[src/rtl/tmr_pkg.sv]
`timescale 1ns/1ps
package tmr_pkg;
  localparam int CNT_W_DEF    = 64;
  localparam int NARROW_W_DEF = 32;

  typedef enum logic [1:0] {
    RT_NONE   = 2'd0,
    RT_CMP    = 2'd1,
    RT_PERIOD = 2'd2
  } wr_route_e;
endpackage

[src/rtl/tmr_main_counter.sv]
`timescale 1ns/1ps
module tmr_main_counter #(
  parameter int W = 64
) (
  input  logic         clk,
  input  logic         rst,
  input  logic         run,
  input  logic         ld,
  input  logic [W-1:0] ld_val,
  output logic [W-1:0] cnt
);
  always_ff @(posedge clk) begin
    if (rst)      cnt <= '0;
    else if (ld)  cnt <= ld_val;
    else if (run) cnt <= cnt + W'(1);
  end
endmodule

[src/rtl/tmr_reach_detect.sv]
`timescale 1ns/1ps
module tmr_reach_detect #(
  parameter int W  = 64,
  parameter int NW = 32
) (
  input  logic         narrow,
  input  logic [W-1:0] cnt,
  input  logic [W-1:0] cmp,
  output logic         reached
);
  logic [W-1:0] gap;
  logic         wide_hit;
  assign gap      = cmp - cnt;
  assign wide_hit = gap[W-1] || (gap == '0);

  generate
    if (NW < W) begin : g_dual
      logic narrow_hit;
      assign narrow_hit = gap[NW-1] || (gap[NW-1:0] == '0);
      assign reached    = narrow ? narrow_hit : wide_hit;
    end else begin : g_wide_only
      logic unused_narrow;
      assign unused_narrow = narrow;
      assign reached       = wide_hit;
    end
  endgenerate
endmodule

[src/rtl/tmr_cmp_regs.sv]
`timescale 1ns/1ps
module tmr_cmp_regs
  import tmr_pkg::*;
#(
  parameter int W  = 64,
  parameter int NW = 32
) (
  input  logic         clk,
  input  logic         rst,
  input  logic         periodic,
  input  logic         narrow,
  input  logic         load_req,
  input  logic         wr,
  input  logic [W-1:0] wr_data,
  input  logic         adv,
  output logic [W-1:0] cmp,
  output logic [W-1:0] period,
  output logic         load_flag
);
  localparam logic [W-1:0] LOW_MASK = {{(W-NW){1'b0}}, {NW{1'b1}}};

  logic [W-1:0] keep_mask;
  wr_route_e    route;

  assign keep_mask = narrow ? LOW_MASK : '1;

  always_comb begin
    route = RT_NONE;
    if (wr) route = (!periodic || load_flag) ? RT_CMP : RT_PERIOD;
  end

  always_ff @(posedge clk) begin
    if (rst) begin
      cmp       <= '1;
      period    <= '0;
      load_flag <= 1'b0;
    end else begin
      unique case (route)
        RT_CMP:    cmp    <= wr_data & keep_mask;
        RT_PERIOD: period <= wr_data & keep_mask;
        default: begin
          if (adv) cmp <= (cmp + period) & keep_mask;
          else     cmp <= cmp & keep_mask;
        end
      endcase
      if (wr)            load_flag <= 1'b0;
      else if (load_req) load_flag <= 1'b1;
    end
  end
endmodule

[src/rtl/tmr_fire_ctrl.sv]
`timescale 1ns/1ps
module tmr_fire_ctrl (
  input  logic clk,
  input  logic rst,
  input  logic active,
  input  logic reached,
  input  logic wr,
  input  logic periodic,
  input  logic period_nz,
  output logic adv,
  output logic fire
);
  logic armed;
  logic active_q;
  logic hit;
  logic reload_ok;

  assign hit       = active && armed && reached && !wr;
  assign reload_ok = periodic && period_nz && active && !wr;
  assign adv       = reload_ok && reached && (hit || !armed);

  always_ff @(posedge clk) begin
    if (rst) begin
      armed    <= 1'b1;
      active_q <= 1'b0;
      fire     <= 1'b0;
    end else begin
      active_q <= active;
      fire     <= hit;
      if (wr)                     armed <= 1'b1;
      else if (hit)               armed <= 1'b0;
      else if (active && !active_q) armed <= 1'b1;
      else if (!reached)          armed <= 1'b1;
    end
  end
endmodule

[src/rtl/cmp_timer_channel.sv]
`timescale 1ns/1ps
module cmp_timer_channel #(
  parameter int CNT_W    = tmr_pkg::CNT_W_DEF,
  parameter int NARROW_W = tmr_pkg::NARROW_W_DEF
) (
  input  logic             clk,
  input  logic             rst,
  input  logic             run,
  input  logic             ch_en,
  input  logic             periodic,
  input  logic             narrow,
  input  logic             cmp_load_req,
  input  logic             cnt_wr,
  input  logic [CNT_W-1:0] cnt_wr_data,
  input  logic             cmp_wr,
  input  logic [CNT_W-1:0] cmp_wr_data,
  output logic [CNT_W-1:0] cnt_value,
  output logic [CNT_W-1:0] cmp_value,
  output logic [CNT_W-1:0] period_value,
  output logic             cmp_load_flag,
  output logic             fire
);
  logic reached;
  logic adv;
  logic active;
  logic period_nz;

  assign active    = run && ch_en;
  assign period_nz = (period_value != '0);

  tmr_main_counter #(.W(CNT_W)) u_cnt (
    .clk    (clk),
    .rst    (rst),
    .run    (run),
    .ld     (cnt_wr),
    .ld_val (cnt_wr_data),
    .cnt    (cnt_value)
  );

  tmr_reach_detect #(.W(CNT_W), .NW(NARROW_W)) u_reach (
    .narrow  (narrow),
    .cnt     (cnt_value),
    .cmp     (cmp_value),
    .reached (reached)
  );

  tmr_cmp_regs #(.W(CNT_W), .NW(NARROW_W)) u_regs (
    .clk       (clk),
    .rst       (rst),
    .periodic  (periodic),
    .narrow    (narrow),
    .load_req  (cmp_load_req),
    .wr        (cmp_wr),
    .wr_data   (cmp_wr_data),
    .adv       (adv),
    .cmp       (cmp_value),
    .period    (period_value),
    .load_flag (cmp_load_flag)
  );

  tmr_fire_ctrl u_fire (
    .clk       (clk),
    .rst       (rst),
    .active    (active),
    .reached   (reached),
    .wr        (cmp_wr),
    .periodic  (periodic),
    .period_nz (period_nz),
    .adv       (adv),
    .fire      (fire)
  );
endmodule

[config.mk]
export PLATFORM = sky130hd
export DESIGN_NAME = cmp_timer_channel
export DESIGN_NICKNAME = d
export VERILOG_FILES = /design/src/rtl/tmr_pkg.sv /design/src/rtl/tmr_main_counter.sv /design/src/rtl/tmr_reach_detect.sv /design/src/rtl/tmr_cmp_regs.sv /design/src/rtl/tmr_fire_ctrl.sv /design/src/rtl/cmp_timer_channel.sv
export SDC_FILE = /design/constraint.sdc
export NUM_CORES = 1
export LEC_CHECK = 0
export ABC_AREA = 1
export CELL_PAD_IN_SITES_DETAIL_PLACEMENT = 0
export CELL_PAD_IN_SITES_GLOBAL_PLACEMENT = 2
export CORE_UTILIZATION = 30
export DETAILED_ROUTE_END_ITERATION = 16
export DONT_BUFFER_PORTS = 1
export GPL_TIMING_DRIVEN = 0
export PLACE_DENSITY_LB_ADDON = 0.1
export SLEW_MARGIN = 20
export SYNTH_ARGS = -nofsm -noshare
export SYNTH_HDL_FRONTEND = slang
export SYNTH_SLANG_ARGS = --single-unit
[constraint.sdc]
create_clock -name clk -period 4.7 [get_ports clk]
set_input_delay 0.47 -clock clk [delete_from_list [all_inputs] [get_ports clk]]
set_output_delay 0.47 -clock clk [all_outputs]
set_load 0.02 [all_outputs]
==> results.md, run 1 <==
* Critical path type: reg2reg
* Yosys reg bits at 196
* Max-slew violations at 0
* Lkg Pwr at 10.58 nW
* Die Y-Extent at roughly 260 µm
* Root Buffer Master: clkbuf_16
* DRT iter0 DRCs at 1581
* Hold Violations, Final at 0
* Antenna viol nets, final at 0
* Final Setup Violations at 0
* Horiz. Die Dim at around 260 µm
* Final WS setup at around 250 ps
* CP max stage cell: dfxtp_1
* H-tree lvl count at 4
* DRC violations left at 0
* Fin cells at ~4400
* Initial antenna violation count at 5
* Tmin final at between 4000 and 5000 ps
* Final nets at ~3800
* Synth Flop Type: dfxtp_1
* Die area at between 60000 and 70000 µm²
* Via/cell ratio at between 5 and 6
* Post-synth EDFFs at 0
* Syn Inst Count at roughly 3500
* Maximum VDD drop at around 0.16 mV
* Post-Route WL at 106200 µm
* Gr ovfl total at 0
* Reg clk slew, reported paths at around 80 ps
* Relative slew slack at 0.2408
* Initial Utilization at 0.3036
* RSZ-0062 raised after global routing: false
* # clock sinks at ~200
* FP Rows at 94
* CP Launch Type: flip-flop
* Area Overhead vs Synth at 8.582%
* Setup repair bufs after CTS at 0
* Maxcap violations at 0
* Worst path max stage delay at ~730 ps
* HP Class: in2reg
* DP HPWL at a little over 90000 µm
* Post-route clock period utilization at 0.9473
* Clock skew at ~20 ps
* Worst slew pin tran at 1139 ps
* Unique masters post-synth at between 50 and 60
* Status: complete, no violations
* Post-Place Setup Slack at -289.3 ps
* Worst r2r path cells at 14
* Drt wl/cell at between 20 and 25 µm
* Async S/R FF share, synth at 0
* Share of cells above drive strength 1 at 0.03327
* Syn_nets at 3782
* Dpl cells at ~4400
* Final Wtd Congestion at slightly below 1
* CP dominant cell by count: nand2_1
* Sequential-to-total area share from yosys stat at 0.1966
* WP data arrival at a little under 5000 ps
* CP max FO at 5
* Vias in the first global route at between 20000 and 25000
* Critical path, cell by cell: ha_1 > a21o_1 > a21oi_1 > o21bai_1 > a21boi_0 > inv_1 > nand2_1 > nand2_1 > nand3_1 > nand3_1 > a31oi_1 > xnor2_1 > o211ai_1 > nand2_1
* Gr usage total at 0.3085
* Cell Area, Synth at ~20000 µm²
* Hold Path Depth at 1
* First-pass GRT wire length at 151400 µm
* Placeable Area at 65750 µm²
* Largest net degree at the start of global routing at 18
* Pwr Density at a little under 300 nW/µm²
* Via count at around 23000
* CP endpoint kind: flip-flop
* Clock Latency Late Sink at about 490 ps
* CTS tree: done
* Clock tree buffer depth at 2
* Drt first pass iters at 5
* Ports at between 300 and 400
* Yosys Warn Count at 0
* Syn Area/Cell at roughly 5.7 µm²
* CTS Buf Count at 17
* Fmax at 224.6 MHz
* PortBufs at 0
* Required @ worst endpoint at ~5100 ps
cell families (layout without fill, tap and decap cells):
kind of cell	count (synthesis)	after routing	synth area share
AOI/OAI and AO/OA	543	543	0.1523
xor gates and xnor gates	114	114	0.05003
adders and majority gates	129	129	0.08162
buffers and inverters	657	688	0.1273
DFF	196	196	0.1966
other	0	1	0
and+or+nand+nor	1877	1877	0.3922
power breakdown:
part | switching, mW | internal, mW
logic | 1.83 | 0.839
registers | 0.456 | 1.78
clock network | 0.740 | 0.797
registers in the layout (all words and copies together) (netlist names):
signal,count
u_regs.period,64
u_regs.load_flag,1
u_cnt.cnt,64
u_regs.cmp,64
u_fire.armed,1
u_fire.fire,1
u_fire.active_q,1
worst paths after layout:
| path | start | endpoint | slack [ps] |
|---|---|---|---|
| max | u_regs.cmp[4] | u_regs.cmp[63] | 250 |
| min | cmp_load_req | u_regs.load_flag | 100 |
| max reg2reg | u_regs.cmp[4] | u_regs.cmp[63] | 250 |
| min reg2reg | u_fire.armed | u_fire.armed | 490 |
layer usage:
layer | routed length, µm | part of all wire | global-route usage
met1 | 47680 | 0.45 | 0.3973
met4 | 2745 | 0.026 | 0.08644
met5 | 23 | 0.00022 | 0
met3 | 5361 | 0.050 | 0.04825
met2 | 50400 | 0.47 | 0.5278
cell type report:
type / count / area, µm²
fillers: 7709 / 44070
flip-flops and latches: 196 / 3946
clock inverters: 11 / 143.9
inverters: 567 / 2130
multi-input cells: 2663 / 13520
clock buffers: 20 / 436.7
diodes: 1 / 2.502
plain buffers: 90 / 414.1
well taps: 864 / 1081
placed cells by master (no fill, tap or decap), drive strengths merged, types with 17 or more instances in the layout:
cell type,n
a21o,17
a21oi,216
a31oi,91
buf,21
clkbuf,88
dfxtp,196
ha,127
inv,568
nand2,1078
nand3,195
nand4,74
nor2,416
nor3,54
nor4,40
o211ai,22
o21ai,161
xnor2,45
xor2,69
cell usage after synthesis, types with 11 or more instances:
master / count / share of area
nand2_1: 1066 / 0.20
inv_1: 557 / 0.10
nor2_1: 403 / 0.076
a21oi_1: 214 / 0.054
dfxtp_1: 196 / 0.20
nand3_1: 190 / 0.048
o21ai_0: 152 / 0.038
ha_1: 127 / 0.080
a31oi_1: 91 / 0.029
nand4_1: 74 / 0.023
xor2_1: 69 / 0.030
clkbuf_1: 68 / 0.013
nor3_1: 53 / 0.013
xnor2_1: 45 / 0.020
nor4_1: 38 / 0.012
o211ai_1: 22 / 0.0083
a21o_1: 17 / 0.0064
buf_4: 13 / 0.0049
nor2_2: 12 / 0.0038
o21bai_1: 12 / 0.0045
nand2_2: 11 / 0.0034
critical path: cells and delay by family, from the launching register on:
kind                       cells  cell delay, ps
AOI/OAI and AO/OA              6            2100
and+or+nand+nor                5             750
DFF                            1             730
adders and majority gates      1             440
buffers and inverters          1             180
xor gates and xnor gates       1             120
repair_timing:
action / 4_1_cts / 5_1_grt
pin swaps: 0 / 0
cloned: 0 / 0
endpoints found under the setup margin: 9 / 64
hold buffers: 0 / 0
gates resized for setup: 1 / 26
stage by stage:
| step | utilization | power, mW | setup TNS, ps | hold WS, ps | instance area, µm² |
|---|---|---|---|---|---|
| 2_1_floorplan | - | 3.913 | 0 | 439.0 | 19960 |
| 3_3_place_gp | 0.3200 | 4.906 | -1976 | 454.6 | 21040 |
| 3_5_place_dp | 0.3201 | 4.909 | -2273 | 466.8 | 21050 |
| 4_1_cts | 0.3290 | 6.444 | 0 | 72.57 | 21630 |
| 5_1_grt | 0.3296 | 6.857 | 0 | 89.56 | 21670 |
| 6_report | 0.3296 | 6.449 | 0 | 98.77 | 21670 |
Power figures use the tool's default switching activity.
==> run 2, diff against run 1 <==
--- a/config.mk
+++ b/config.mk
@@ -5,7 +5,6 @@
 export SDC_FILE = /design/constraint.sdc
 export NUM_CORES = 1
 export LEC_CHECK = 0
-export ABC_AREA = 1
 export CELL_PAD_IN_SITES_DETAIL_PLACEMENT = 0
 export CELL_PAD_IN_SITES_GLOBAL_PLACEMENT = 2
 export CORE_UTILIZATION = 30
==> results.md, run 2 <==
* Status: finished, violations left
* Failing checks: setup timing
* Tmin final at 4953 ps
* Gr usage total at 0.2935
* CTS Buf Count at 17
* Initial antenna violation count at 7
* Via count at about 19000
* Critical path, cell by cell: ha_1 > a21oi_1 > o21ai_2 > a21o_2 > a221o_1 > a311oi_4 > nor4b_4 > nand4_1 > or4_4 > or4b_4 > a21oi_4 > buf_12 > buf_12 > mux2i_1 > o21ai_1
* FP Rows at a little under 90
* Met1 WL at 39780 µm
* CTS tree: done
* R2r endpoint: u_regs.cmp[50]
* Final Wtd Congestion at about 0.94
* Worst slew pin tran at ~1200 ps
* Hold Path Depth at 2
* Int Power at 3.569 mW
* Ports at 331
* CP max stage cell: or4b_4
* Yosys top cell area share at 0.2257
* Clock skew at around 23 ps
* Critical path type: reg2reg
* Placeable Area at 56820 µm²
* Share of cells above drive strength 1 at 0.1804
* Min-Delay Endpoint: u_regs.cmp[3]
* Sequential-to-total area share from yosys stat at 0.2257
* DRC violations left at 0
* PortBufs at 0
* Register Area at around 4200 µm²
* NetSw at between 2 and 3 mW
* Via/cell ratio at 5.880
* Clock network power share at 0.241
* First-pass GRT wire length at approximately 130000 µm
* Count leader, synth: a21oi_1
* Pwr Density at a little over 300 nW/µm²
* Crit path from: u_regs.cmp[25]
* Area of the multi-input gates at roughly 14000 µm²
* DP HPWL at 71630 µm
* Max-slew violations at 0
* Post-synth EDFFs at 0
* Comb pwr share at 0.416
* Reg2reg start: u_regs.cmp[25]
* CP endpoint kind: flip-flop
* Post-route clock period utilization at 1.054
* Vias in the first global route at 18441
* Post-Route WL at around 90000 µm
* Reg2reg setup slack at -250 ps
* CP max FO at 8
* Switch share at 0.4455
* Met2 routed WL at roughly 41000 µm
* Met3 WL at 5351 µm
* Die area at slightly below 60000 µm²
* Post-layout util at 0.3688
* Fin cells at between 3000 and 4000
* Lkg Pwr at a little under 8 nW
* Async S/R FF share, synth at 0
* DR top layer: met4
* Hold Crit Start: cmp_wr_data[3]
* Seq pwr share at 0.344
* Final Setup Violations at 65
* Syn Inst Count at 2435
* Cell Area, Synth at 17390 µm²
* Clock tree buffer depth at 2
* Worst r2r path cells at 15
* Drt first pass iters at 6
* FILL cells at between 6000 and 7000
* Largest net degree at the start of global routing at 17
* Worst path max stage delay at a little under 600 ps
* Area contributors post-synth: dfxtp_1, ha_1, a21oi_1
* Root Buffer Master: clkbuf_16
* DRT iter0 DRCs at approximately 1500
* H-tree lvl count at 4
* HP Class: in2reg
* Horiz. Die Dim at between 200 and 250 µm
* Gr ovfl total at 0
* Yosys Warn Count at 0
* Required @ worst endpoint at 5070 ps
* Drt wl/cell at ~27 µm
* Area Overhead vs Synth at 20.52%
* CP dominant cell by count: buf_12
* Initial Utilization at 0.3060
* Unique masters post-synth at a little over 80
* Antenna viol nets, final at 0
* Clock Latency Late Sink at 520 ps
* Post-CTS Hold Fix Bufs at 0
* Relative slew slack at 0.1998
* Pwr Total at between 6 and 7 mW
* Maxcap violations at 0
* Commonest cells post-synth: a21oi_1, nand2_1, nor2_1
* Die Y-Extent at 242.8 µm
* Dpl cells at approximately 3200
* CP Launch Type: flip-flop
* Final nets at ~2700
* Syn Area/Cell at approximately 7 µm²
* RSZ-0062 raised after global routing: true
* Synth Flop Type: dfxtp_1
* Yosys reg bits at just under 200
* Yosys top cell by area: dfxtp_1
* Commonest non-fill, non-tap cell in the layout: a21oi_1
* Reg clk slew, reported paths at 100 ps
* Maximum VDD drop at 0.3190 mV
* # clock sinks at slightly below 200
* Regs by FF count: u_cnt.cnt (64), u_regs.cmp (64), u_regs.period (64)
* Final WS setup at -252.6 ps
* Syn_nets at approximately 2700
* Most frequent cells in the layout: a21oi_1, nand2_1, nor2_1, inv_1, xnor2_1
* Hold Violations, Final at 0
* WP data arrival at 5330 ps
* Fmax at a little over 200 MHz
## run 2: cell types whose count changed after synthesis, moves of 40 or more
| cell | delta |
|---|---|
| a221oi_1 | +40 |
| nor2_1 | -152 |
| xnor2_1 | +61 |
| a21oi_1 | +87 |
| inv_1 | -424 |
| a21o_1 | +67 |
| nand3_1 | -132 |
| a31oi_1 | -71 |
| nand2_1 | -799 |
## run 2: worst max-delay path, delay by kind of cell (launching register included)
| family | cells | cell delay, ps |
|---|---|---|
| adder cells (fa/ha/maj) | 1 | 390 |
| AND/OR/NAND/NOR | 4 | 1490 |
| flip-flops | 1 | 560 |
| AO/OA/AOI/OAI | 7 | 1770 |
| multiplexers | 1 | 230 |
| buffers and inverters | 2 | 320 |
## run 2: final cells by class
type,count,share of cell area
clock inverter,10,0.004777
timing repair buffer,51,0.02705
sequential,196,0.2011
tap,756,0.04514
buffer,103,0.02705
inverter,134,0.02400
multi-input combinational,1978,0.6484
clock buffer,22,0.02167
antenna,7,0.0008359
## run 2: what timing repair did
item	CTS	global route
setup endpoints to repair	66	66
pin swaps	58	50
setup buffers	38	6
gates cloned	6	1
gates resized for setup	426	82
## run 2: kinds of logic after synthesis
kind of cell / count (synthesis) / synth area share
AND/OR/NAND/NOR: 883 / 0.2401
AO/OA/AOI/OAI: 804 / 0.2988
buffers and inverters: 261 / 0.05836
flip-flops: 196 / 0.2257
XOR/XNOR: 140 / 0.07052
adder cells (fa/ha/maj): 129 / 0.09369
multiplexers: 22 / 0.01288
## run 2: worst max path at each step
stage                     slack [ps]              to
after CTS                       -230    u_fire.armed
after global placement         -1910  u_regs.cmp[33]
after floorplan                    3    u_fire.armed
after global routing            -330  u_regs.cmp[50]
after detailed placement       -1640  u_regs.cmp[30]
final                           -250  u_regs.cmp[50]
## run 2: metrics by stage
stage	setup TNS (ps)	hold WS, ps	setup slack (ps)	instance area, µm²
2_1_floorplan	0	436.1	2.623	17400
3_3_place_gp	-118770	469.1	-1913	18350
3_5_place_dp	-97040	483.3	-1643	18380
4_1_cts	-9494	48.57	-231.2	20630
5_1_grt	-17040	62.60	-333.1	20950
6_report	-11010	77.07	-252.6	20960
## run 2: power groups by stage
stage / logic (mW) / clock network (mW) / registers (mW)
floorplan: 1.64 / 0 / 2.05
global placement: 2.24 / 0 / 2.23
detailed placement: 2.25 / 0 / 2.23
CTS: 2.56 / 1.59 / 2.21
global route: 2.89 / 1.64 / 2.22
finish: 2.68 / 1.55 / 2.21
## run 2: per-layer routing
metal	global-route usage	vias up
met2	0.4869	609
met3	0.05307	87
met1	0.3832	9473
met4	0.09119	0
li1	-	8981
met5	0	-
